**config.mk**
```make
export PLATFORM = sky130hd
export DESIGN_NAME = poll_done_ctrl
export DESIGN_NICKNAME = d
export VERILOG_FILES = /design/src/rtl/poll_pkg.sv /design/src/rtl/poll_target.sv /design/src/rtl/poll_budget.sv /design/src/rtl/poll_done_ctrl.sv
export SDC_FILE = /design/constraint.sdc
export NUM_CORES = 1
export LEC_CHECK = 0
export ABC_AREA = 1
export ABC_CLOCK_PERIOD_IN_PS = 1900
export BUFFER_PORTS_ARGS = -buffer_cell sky130_fd_sc_hd__buf_2
export CAP_MARGIN = 40
export CELL_PAD_IN_SITES_DETAIL_PLACEMENT = 1
export CELL_PAD_IN_SITES_GLOBAL_PLACEMENT = 1
export CORE_MARGIN = 5
export CORE_UTILIZATION = 36
export DETAILED_ROUTE_END_ITERATION = 6
export PLACE_DENSITY_LB_ADDON = 0.1
export SLEW_MARGIN = 10
export SYNTH_ARGS = -nofsm -noshare
export SYNTH_HDL_FRONTEND = slang
export SYNTH_SLANG_ARGS = --single-unit
export TNS_END_PERCENT = 30
```
**constraint.sdc**
```tcl
create_clock -name clk -period 1.9 [get_ports clk]
set_input_delay 0.285 -clock clk [delete_from_list [all_inputs] [get_ports clk]]
set_output_delay 0.285 -clock clk [all_outputs]
set_load 0.05 [all_outputs]
```
**src/rtl/poll_pkg.sv**
```systemverilog
package poll_pkg;
    typedef enum logic [1:0] {
        ST_IDLE = 2'd0,
        ST_ARM  = 2'd1,
        ST_POLL = 2'd2,
        ST_CONF = 2'd3
    } poll_state_e;
endpackage

```
**src/rtl/poll_target.sv**
```systemverilog
// Holds the poll address and the completion value for the running operation
module poll_target #(
    parameter int AW = 24
) (
    input  logic          clk,
    input  logic          rst_n,
    input  logic          load_i,
    input  logic          erase_i,
    input  logic          exp_bit_i,
    input  logic [AW-1:0] addr_i,
    input  logic          stat_bit_i,
    output logic [AW-1:0] addr_o,
    output logic          hit_o
);
    logic [AW-1:0] addr_d, addr_q;
    logic          want_d, want_q;

    always_comb begin
        addr_d = addr_q;
        want_d = want_q;
        if (load_i) begin
            addr_d = addr_i;
            // erase completes on a 1, program on the true data bit
            want_d = erase_i ? 1'b1 : exp_bit_i;
        end
    end

    always_ff @(posedge clk or negedge rst_n) begin
        if (!rst_n) begin
            addr_q <= '0;
            want_q <= 1'b0;
        end else begin
            addr_q <= addr_d;
            want_q <= want_d;
        end
    end

    assign addr_o = addr_q;
    assign hit_o  = (stat_bit_i == want_q);

    p_target_hold_r4: assert property (@(posedge clk) disable iff (!rst_n)
        !load_i |=> $stable(addr_o));
endmodule

```
**src/rtl/poll_budget.sv**
```systemverilog
// Counts the poll reads left in the current run
module poll_budget #(
    parameter int CW = 16
) (
    input  logic          clk,
    input  logic          rst_n,
    input  logic          load_i,
    input  logic [CW-1:0] limit_i,
    input  logic          dec_i,
    output logic          last_o,
    output logic          zero_o
);
    localparam logic [CW-1:0] ONE = CW'(1);

    logic [CW-1:0] cnt_d, cnt_q;

    always_comb begin
        cnt_d = cnt_q;
        if (load_i) begin
            cnt_d = (limit_i == '0) ? ONE : limit_i;
        end else if (dec_i && (cnt_q != '0)) begin
            cnt_d = cnt_q - ONE;
        end
    end

    always_ff @(posedge clk or negedge rst_n) begin
        if (!rst_n) cnt_q <= '0;
        else        cnt_q <= cnt_d;
    end

    assign last_o = (cnt_q == ONE);
    assign zero_o = (cnt_q == '0);

    p_no_underflow_r7: assert property (@(posedge clk) disable iff (!rst_n)
        dec_i |-> !zero_o);
    p_load_nonzero_r7: assert property (@(posedge clk) disable iff (!rst_n)
        load_i |=> !zero_o);
endmodule

```
**src/rtl/poll_done_ctrl.sv**
```systemverilog
module poll_done_ctrl
    import poll_pkg::*;
#(
    parameter int AW       = 24,
    parameter int DW       = 16,
    parameter int CW       = 16,
    parameter int STAT_BIT = 7
) (
    input  logic          clk,
    input  logic          rst_n,
    input  logic          start_i,
    input  logic          op_erase_i,
    input  logic          exp_bit_i,
    input  logic [AW-1:0] addr_i,
    input  logic [CW-1:0] limit_i,
    input  logic          seq_done_i,
    output logic          mem_req_o,
    output logic [AW-1:0] mem_addr_o,
    input  logic          mem_ack_i,
    input  logic [DW-1:0] mem_rdata_i,
    output logic          busy_o,
    output logic          done_o,
    output logic          timeout_o,
    output logic [DW-1:0] word_o
);
    typedef struct packed {
        poll_state_e   st;
        logic          done;
        logic          tout;
        logic [DW-1:0] word;
    } ctl_t;

    ctl_t ctl_d, ctl_q;
    logic load, dec, hit, last, zero;

    poll_target #(.AW(AW)) u_target (
        .clk       (clk),
        .rst_n     (rst_n),
        .load_i    (load),
        .erase_i   (op_erase_i),
        .exp_bit_i (exp_bit_i),
        .addr_i    (addr_i),
        .stat_bit_i(mem_rdata_i[STAT_BIT]),
        .addr_o    (mem_addr_o),
        .hit_o     (hit)
    );

    poll_budget #(.CW(CW)) u_budget (
        .clk    (clk),
        .rst_n  (rst_n),
        .load_i (load),
        .limit_i(limit_i),
        .dec_i  (dec),
        .last_o (last),
        .zero_o (zero)
    );

    always_comb begin
        ctl_d      = ctl_q;
        ctl_d.done = 1'b0;
        ctl_d.tout = 1'b0;
        load       = 1'b0;
        dec        = 1'b0;
        unique case (ctl_q.st)
            ST_IDLE: begin
                if (start_i) begin
                    load       = 1'b1;
                    ctl_d.word = '0;
                    ctl_d.st   = ST_ARM;
                end
            end
            ST_ARM: begin
                if (seq_done_i) ctl_d.st = ST_POLL;
            end
            ST_POLL: begin
                if (mem_ack_i) begin
                    dec = 1'b1;
                    if (hit) begin
                        ctl_d.st = ST_CONF;
                    end else if (last) begin
                        ctl_d.tout = 1'b1;
                        ctl_d.st   = ST_IDLE;
                    end
                end
            end
            ST_CONF: begin
                if (mem_ack_i) begin
                    if (hit) begin
                        ctl_d.done = 1'b1;
                        ctl_d.word = mem_rdata_i;
                        ctl_d.st   = ST_IDLE;
                    end else if (zero) begin
                        ctl_d.tout = 1'b1;
                        ctl_d.st   = ST_IDLE;
                    end else begin
                        ctl_d.st = ST_POLL;
                    end
                end
            end
            default: ctl_d.st = ST_IDLE;
        endcase
    end

    always_ff @(posedge clk or negedge rst_n) begin
        if (!rst_n) begin
            ctl_q.st   <= ST_IDLE;
            ctl_q.done <= 1'b0;
            ctl_q.tout <= 1'b0;
            ctl_q.word <= '0;
        end else begin
            ctl_q <= ctl_d;
        end
    end

    assign mem_req_o = (ctl_q.st == ST_POLL) || (ctl_q.st == ST_CONF);
    assign busy_o    = (ctl_q.st != ST_IDLE);
    assign done_o    = ctl_q.done;
    assign timeout_o = ctl_q.tout;
    assign word_o    = ctl_q.word;

    p_seq_gate_r3: assert property (@(posedge clk) disable iff (!rst_n)
        (ctl_q.st == ST_ARM && !seq_done_i) |=> !mem_req_o);
    p_req_hold_r4: assert property (@(posedge clk) disable iff (!rst_n)
        (mem_req_o && !mem_ack_i) |=> (mem_req_o && $stable(mem_addr_o)));
    p_done_after_hit_r5: assert property (@(posedge clk) disable iff (!rst_n)
        done_o |-> $past(mem_ack_i && hit));
    p_excl_r9: assert property (@(posedge clk) disable iff (!rst_n)
        !(done_o && timeout_o));
    p_done_pulse_r9: assert property (@(posedge clk) disable iff (!rst_n)
        done_o |=> !done_o);
    p_tout_pulse_r9: assert property (@(posedge clk) disable iff (!rst_n)
        timeout_o |=> !timeout_o);
    p_word_hold_r9: assert property (@(posedge clk) disable iff (!rst_n)
        !(start_i && !busy_o) |=> (done_o || $stable(word_o)));
    p_busy_start_r10: assert property (@(posedge clk) disable iff (!rst_n)
        (busy_o && !mem_ack_i) |=> busy_o);
endmodule

```
### Yosys cells after proc, flatten, opt, wreduce, memory -nomap -nowiden

Index checks and enable logic that the tools add are counted.

| word-level totals | value |
|---|---|
| input bits | 63 |
| register bits after elaboration | 61 |
| output and inout port bits | 44 |
| word-level logic and storage cells | 58 |

| cells by class | value |
|---|---|
| reductions and logical operators | 11 |
| multiplexer cells | 28 |
| eq/ne operators | 11 |
| $add $sub $neg | 1 |

Operators by type and width:

| kind | count |
|---|---|
| $mux 16 | 5 |
| $logic_not 16->1 | 2 |
| $pmux 16 s2 | 1 |
| $mux 20 | 1 |
| $eq 16x1->1 const B | 1 |
| $reduce_bool 16->1 | 1 |
| $sub 16x1->16 const B | 1 |
| $mux 2 | 7 |
| $mux 1 | 12 |
| $ne 2x2->1 const B | 5 |
| $pmux 2 s4 | 1 |
| $reduce_bool 2->1 | 3 |
| $reduce_and 5->1 | 1 |
| $eq 2x2->1 const B | 2 |
| $reduce_and 4->1 | 1 |
| $ne 3x3->1 const B | 1 |
| $eq 2x1->1 const B | 1 |
| $logic_not 2->1 | 1 |
| $pmux 1 s2 | 1 |
| $eq 1x1->1 | 1 |
| $logic_and 1x1->1 | 1 |
| $logic_or 1x1->1 | 1 |

### Logic depth before layout (Yosys ltp)

| depth | value |
|---|---|
| word-level depth | 5 |
| gate-level depth with buffers | 11 |
| mapped depth without buffers | 11 |

### Hierarchy

Synthesis repeated with hierarchy kept, for this count alone.

| second synthesis, totals | value |
|---|---|
| cells, all modules | 445 |
| area, all modules | 3433.3 µm² |

Modules (own cells, without submodules):

| module | seq. area each (µm²) | area an instance (µm²) | times used | cells each |
|---|---|---|---|---|
| poll_budget | 400.4 | 1313.8 | 1 | 208 |
| poll_done_ctrl | 500.5 | 1144.8 | 1 | 130 |
| poll_target | 625.6 | 974.7 | 1 | 107 |

### Worst setup path after synthesis

Ideal clock, no wire load.

| timing | value |
|---|---|
| path kind | flip-flop to flip-flop |
| from | reg ctl_q[19] (netlist name) |
| to | reg ctl_q, in the netlist word_o[0] |
| stages on the path, launching flop included | 8 |
| path buffers | 1 |
| setup slack | 0.273 ns |
| data arrival time | 1.507 ns |
| period minus slack after synthesis | 1.627 ns |
| cells stage by stage | dfrtp_1 > nor2_2 > inv_1 > o22ai_2 > nor2_4 > buf_6 > nand3_1 > nand2_1 |

| between the ends | value |
|---|---|
| cells in the longest elaborated chain, start to end | 3 |
| elaborated cells between the ends (all ways) | 8 |
| those cells by class | eq/ne (4); mux (1); reduce/logical (3) |

RTL lines:

| item | RTL line | RTL |
|---|---|---|
| start: declaration | poll_done_ctrl.sv:33 | `ctl_t ctl_d, ctl_q;` |
| start signal: assignment | poll_done_ctrl.sv:111 | `ctl_q <= ctl_d;` |
| $eq 2x2->1 or $logic_not 2->1 (tied branches) | poll_done_ctrl.sv:64 | `unique case (ctl_q.st)` |
| $ne 2x2->1 (no line) or $reduce_bool 2->1 (tied branches) | n/a |  |
| $reduce_and 4->1 (no line) | n/a |  |

Parallel ways exist; a longest one is shown, timed or not.
A chain may end at the register's enable or synchronous reset.

### Worst setup path after layout

| timing | value |
|---|---|
| from | reg u_budget.cnt_q[1] |
| to | reg u_budget.cnt_q[15] |

| between the ends | value |
|---|---|
| cells in the longest elaborated chain, start to end | 3 |
| elaborated cells between the ends (all ways) | 6 |
| those cells by class | add/sub (1); mux (2); reduce/logical (3) |

RTL lines:

| item | RTL line | RTL |
|---|---|---|
| start: declaration | poll_budget.sv:15 | `logic [CW-1:0] cnt_d, cnt_q;` |
| start signal: assignment | poll_budget.sv:28 | `else cnt_q <= cnt_d;` |
| $sub 16x1->16 or $reduce_bool 16->1 (tied branches) | poll_budget.sv:22, poll_budget.sv:21 |  |
| $mux 16 or $logic_and 1x1->1 (tied branches) | poll_budget.sv:21 | `end else if (dec_i && (cnt_q != '0)) begin` |
| $mux 16 or $reduce_bool 2->1 (tied branches) | n/a |  |

Parallel ways exist; a longest one is shown, timed or not. The select of a mux whose other input is x is not followed.

==> metrics.csv <==
metric,value,unit
"top cells by area, synth","dfrtp_1 (47%), nand2_1 (19%), nand3_1 (6.1%), nor2_1 (4.8%), o21ai_0 (4.1%)",
most frequent cell after synthesis,nand2_1,
setup TNS,0,ns
"Hold Violations, Final",0,
crit-path max FO,9,
routed length per instance,14.46,µm
DRT antenna net count,0,
Area Growth Syn to Fin,26.03,%
status,finished clean,
Synth Instances,429,
fin area,4108,µm²
drt pass-1 iters,4,
FP Rows,34,
syn_nets,494,
Max-cap violations,0,
gr usage total,0.1726,
class of the worst hold path,input pin to flip-flop,
DRC viols,0,
initial antenna violation count,0,
critical path class,flip-flop to flip-flop,
mean area per synthesized cell,7.598,µm²
DR iter-0 viols,75,
Pleak,0.002294,µW
layout filler cell count,1132,
R2R Setup Slk,0.17,ns
total power divided by cell area,1791,nW/µm²
Placement Cell Area,3875,µm²
setup violators final,0,
final period utilization,0.9089,
critical path launch point type,flip-flop,
Post-Syn Area,3259,µm²
I/O Buffers,106,
routed wire length,9327,µm
die width,105.2,µm
WHS Endpoint,u_target.addr_o[13]$_DFFE_PN0P_,
storage element area,1526,µm²
global route overflow,0,
worst clock skew,0.007598,ns
CTS Buf Count,9,
R2R Path Start,u_budget.cnt_q[1]$_DFFE_PN0P_,
largest net degree at the start of global routing,35,
Post-synth EDFFs,0,
worst-case clock buffer depth,2,
Worst Hold Depth,3,
via count,3093,
Unique masters post-synth,33,
Die H,105.2,µm
CP arrival,1.95,ns
R2R Path End,u_budget.cnt_q[15]$_DFFE_PN0P_,
reg2reg path depth,10,
Seq cells post-synth,61,
FMAX,579.1,MHz
starting density of the core,0.3719,
"FFs w/ async S/R, synth",1.000,
Sink Count,61,
Synth top area share,0.4683,
share of cells above drive strength 1,0.2980,
peak supply drop,655.0,µV
TritonCTS clock tree,done,
clk slew on worst S/H paths,0.08,ns
core area,8763,µm²
Max H-tree Level,3,
Worst Max-Slew Pin Slew,0.6138,ns
ant diodes,0,
Yosys top cell by area,dfrtp_1,
area of the die,11060,µm²
first-pass GRT wire length,15630,µm
number of global-route vias before repair,3199,
Via density,4.795,
"Req. time, crit path",2.12,ns
Worst path slowest cell,dfrtp_1,
number of synthesis warnings,0,
unrepaired setup endpoints after global routing,no,
clk_lat worst skew,0.33,ns
CTS root buffer,clkbuf_8,
Hold Crit Start,addr_i[13],
"Slew Viols, Final",0,
top cells by instance count after synthesis,"nand2_1 (164), dfrtp_1 (61), nor2_1 (42), nand3_1 (40), o21ai_0 (27)",
"Seq/Total Area, Yosys",0.4683,
ordered list of cells on the worst path,inv_1 -> ha_1 -> nand2_2 -> nor2_4 -> nand2_4 -> nand2_2 -> buf_12 -> o21ai_0 -> o21ai_0 -> nand2_1,
Slew headroom,0.5904,
Multi-input gate area,1439,µm²
CP endpoint kind,flip-flop,
Post-CTS Resized,0,
nets@finish,597,
CP top delay family,simple AND/OR/NAND/NOR gates,
clock period minus worst slack,1.727,ns
RD Place Congestion,0.7819,
number of buffers and inverters on the critical path,2,
I/O pin cnt,107,
prevailing post-synth register cell,dfrtp_1,
post-detail-place hpwl,7201,µm
Max stage delay on crit path,0.38,ns
-- layer usage --
layer	track usage	up-vias	wire (µm)	share of wire
met5	0	-	0	0
met4	0.04658	0	99	0.011
met3	0.04501	8	528	0.057
met2	0.2842	73	4395	0.47
met1	0.2248	1463	4304	0.46
li1	-	1549	-	-
-- cell families (layout without fill, tap and decap cells) --
family | count (synthesis) | after routing | share of synthesized area
AND/OR/NAND/NOR | 266 | 266 | 0.3420
flip-flops | 61 | 61 | 0.4683
buffers and inverters | 53 | 161 | 0.09021
AO/OA/AOI/OAI | 42 | 42 | 0.07601
XOR/XNOR | 5 | 5 | 0.01574
adder cells (fa/ha/maj) | 2 | 2 | 0.007676
-- state kept, by name (all words and copies together) (netlist names) --
| signal | count |
|---|---|
| u_target.addr_o | 24 |
| timeout_o | 1 |
| word_o | 16 |
| u_target.want_q | 1 |
| u_budget.cnt_q | 16 |
| ctl_q | 2 |
| done_o | 1 |
-- timing repair --
item,CTS,global route
endpoints found under the hold margin,9,0
hold buffers,1,0
setup buffers,0,0
-- power by group --
part / switching (µW) / leakage [µW] / internal [µW]
clock network: 564 / 0.000110 / 745
logic: 2810 / 0.00140 / 1060
registers: 372 / 0.000785 / 1800
total: 3750 / 0.00229 / 3610
-- worst register-to-register path: stages, from the launching register on --
cell and delay (ns):
dfrtp_1 0.38, inv_1 0.10, ha_1 0.22, nand2_2 0.10, nor2_4 0.14, nand2_4 0.08
nand2_2 0.21, buf_12 0.16, o21ai_0 0.07, o21ai_0 0.07, nand2_1 0.06
-- layout make-up --
type | count | area share
sequential | 61 | 0.3716
multi-input combinational | 315 | 0.3503
timing repair buffer | 124 | 0.1718
tap | 108 | 0.03290
clock buffer | 9 | 0.03016
clock inverter | 7 | 0.02406
inverter | 21 | 0.01919
-- layout by cell type, fill, tap and decap left out, types with 7 or more instances in the layout --
cell / count
nor2_1: 42
dfrtp_1: 61
buf_4: 14
buf_2: 106
inv_1: 21
nand3_1: 40
o21ai_0: 27
nand2_1: 164
nor2_2: 7
clkbuf_8: 9
-- worst max path at each step --
stage | startpoint | endpoint | slack [ns] | cells after the start
CTS | u_budget.cnt_q[1]$_DFFE_PN0P_ | u_budget.cnt_q[15]$_DFFE_PN0P_ | 0.17 | 10
global placement | u_budget.cnt_q[1]$_DFFE_PN0P_ | u_budget.cnt_q[10]$_DFFE_PN0P_ | 0.23 | 9
finish | u_budget.cnt_q[1]$_DFFE_PN0P_ | u_budget.cnt_q[15]$_DFFE_PN0P_ | 0.17 | 10
floorplan | ctl_q[19]$_DFFE_PN0P_ | word_o[0]$_DFFE_PN0P_ | 0.27 | 7
global route | ctl_q[19]$_DFFE_PN0P_ | word_o[5]$_DFFE_PN0P_ | 0.01 | 6
detailed placement | u_budget.cnt_q[1]$_DFFE_PN0P_ | u_budget.cnt_q[15]$_DFFE_PN0P_ | 0.19 | 10
-- through the flow --
| step | power (µW) | setup WS, ns | utilization | std cells | hold slack [ns] |
|---|---|---|---|---|---|
| 2_1_floorplan | 5143 | 0.2728 | - | 429 | -0.01059 |
| 3_3_place_gp | 6013 | 0.2262 | 0.4422 | 628 | 0.1888 |
| 3_5_place_dp | 6109 | 0.1913 | 0.4422 | 628 | 0.1938 |
| 4_1_cts | 7460 | 0.1677 | 0.4687 | 645 | 0.1218 |
| 5_1_grt | 7922 | 0.01322 | 0.4687 | 645 | 0.1183 |
| 6_report | 7357 | 0.1732 | 0.4687 | 645 | 0.1380 |
Note: power is estimated with default switching activity, not from simulation.
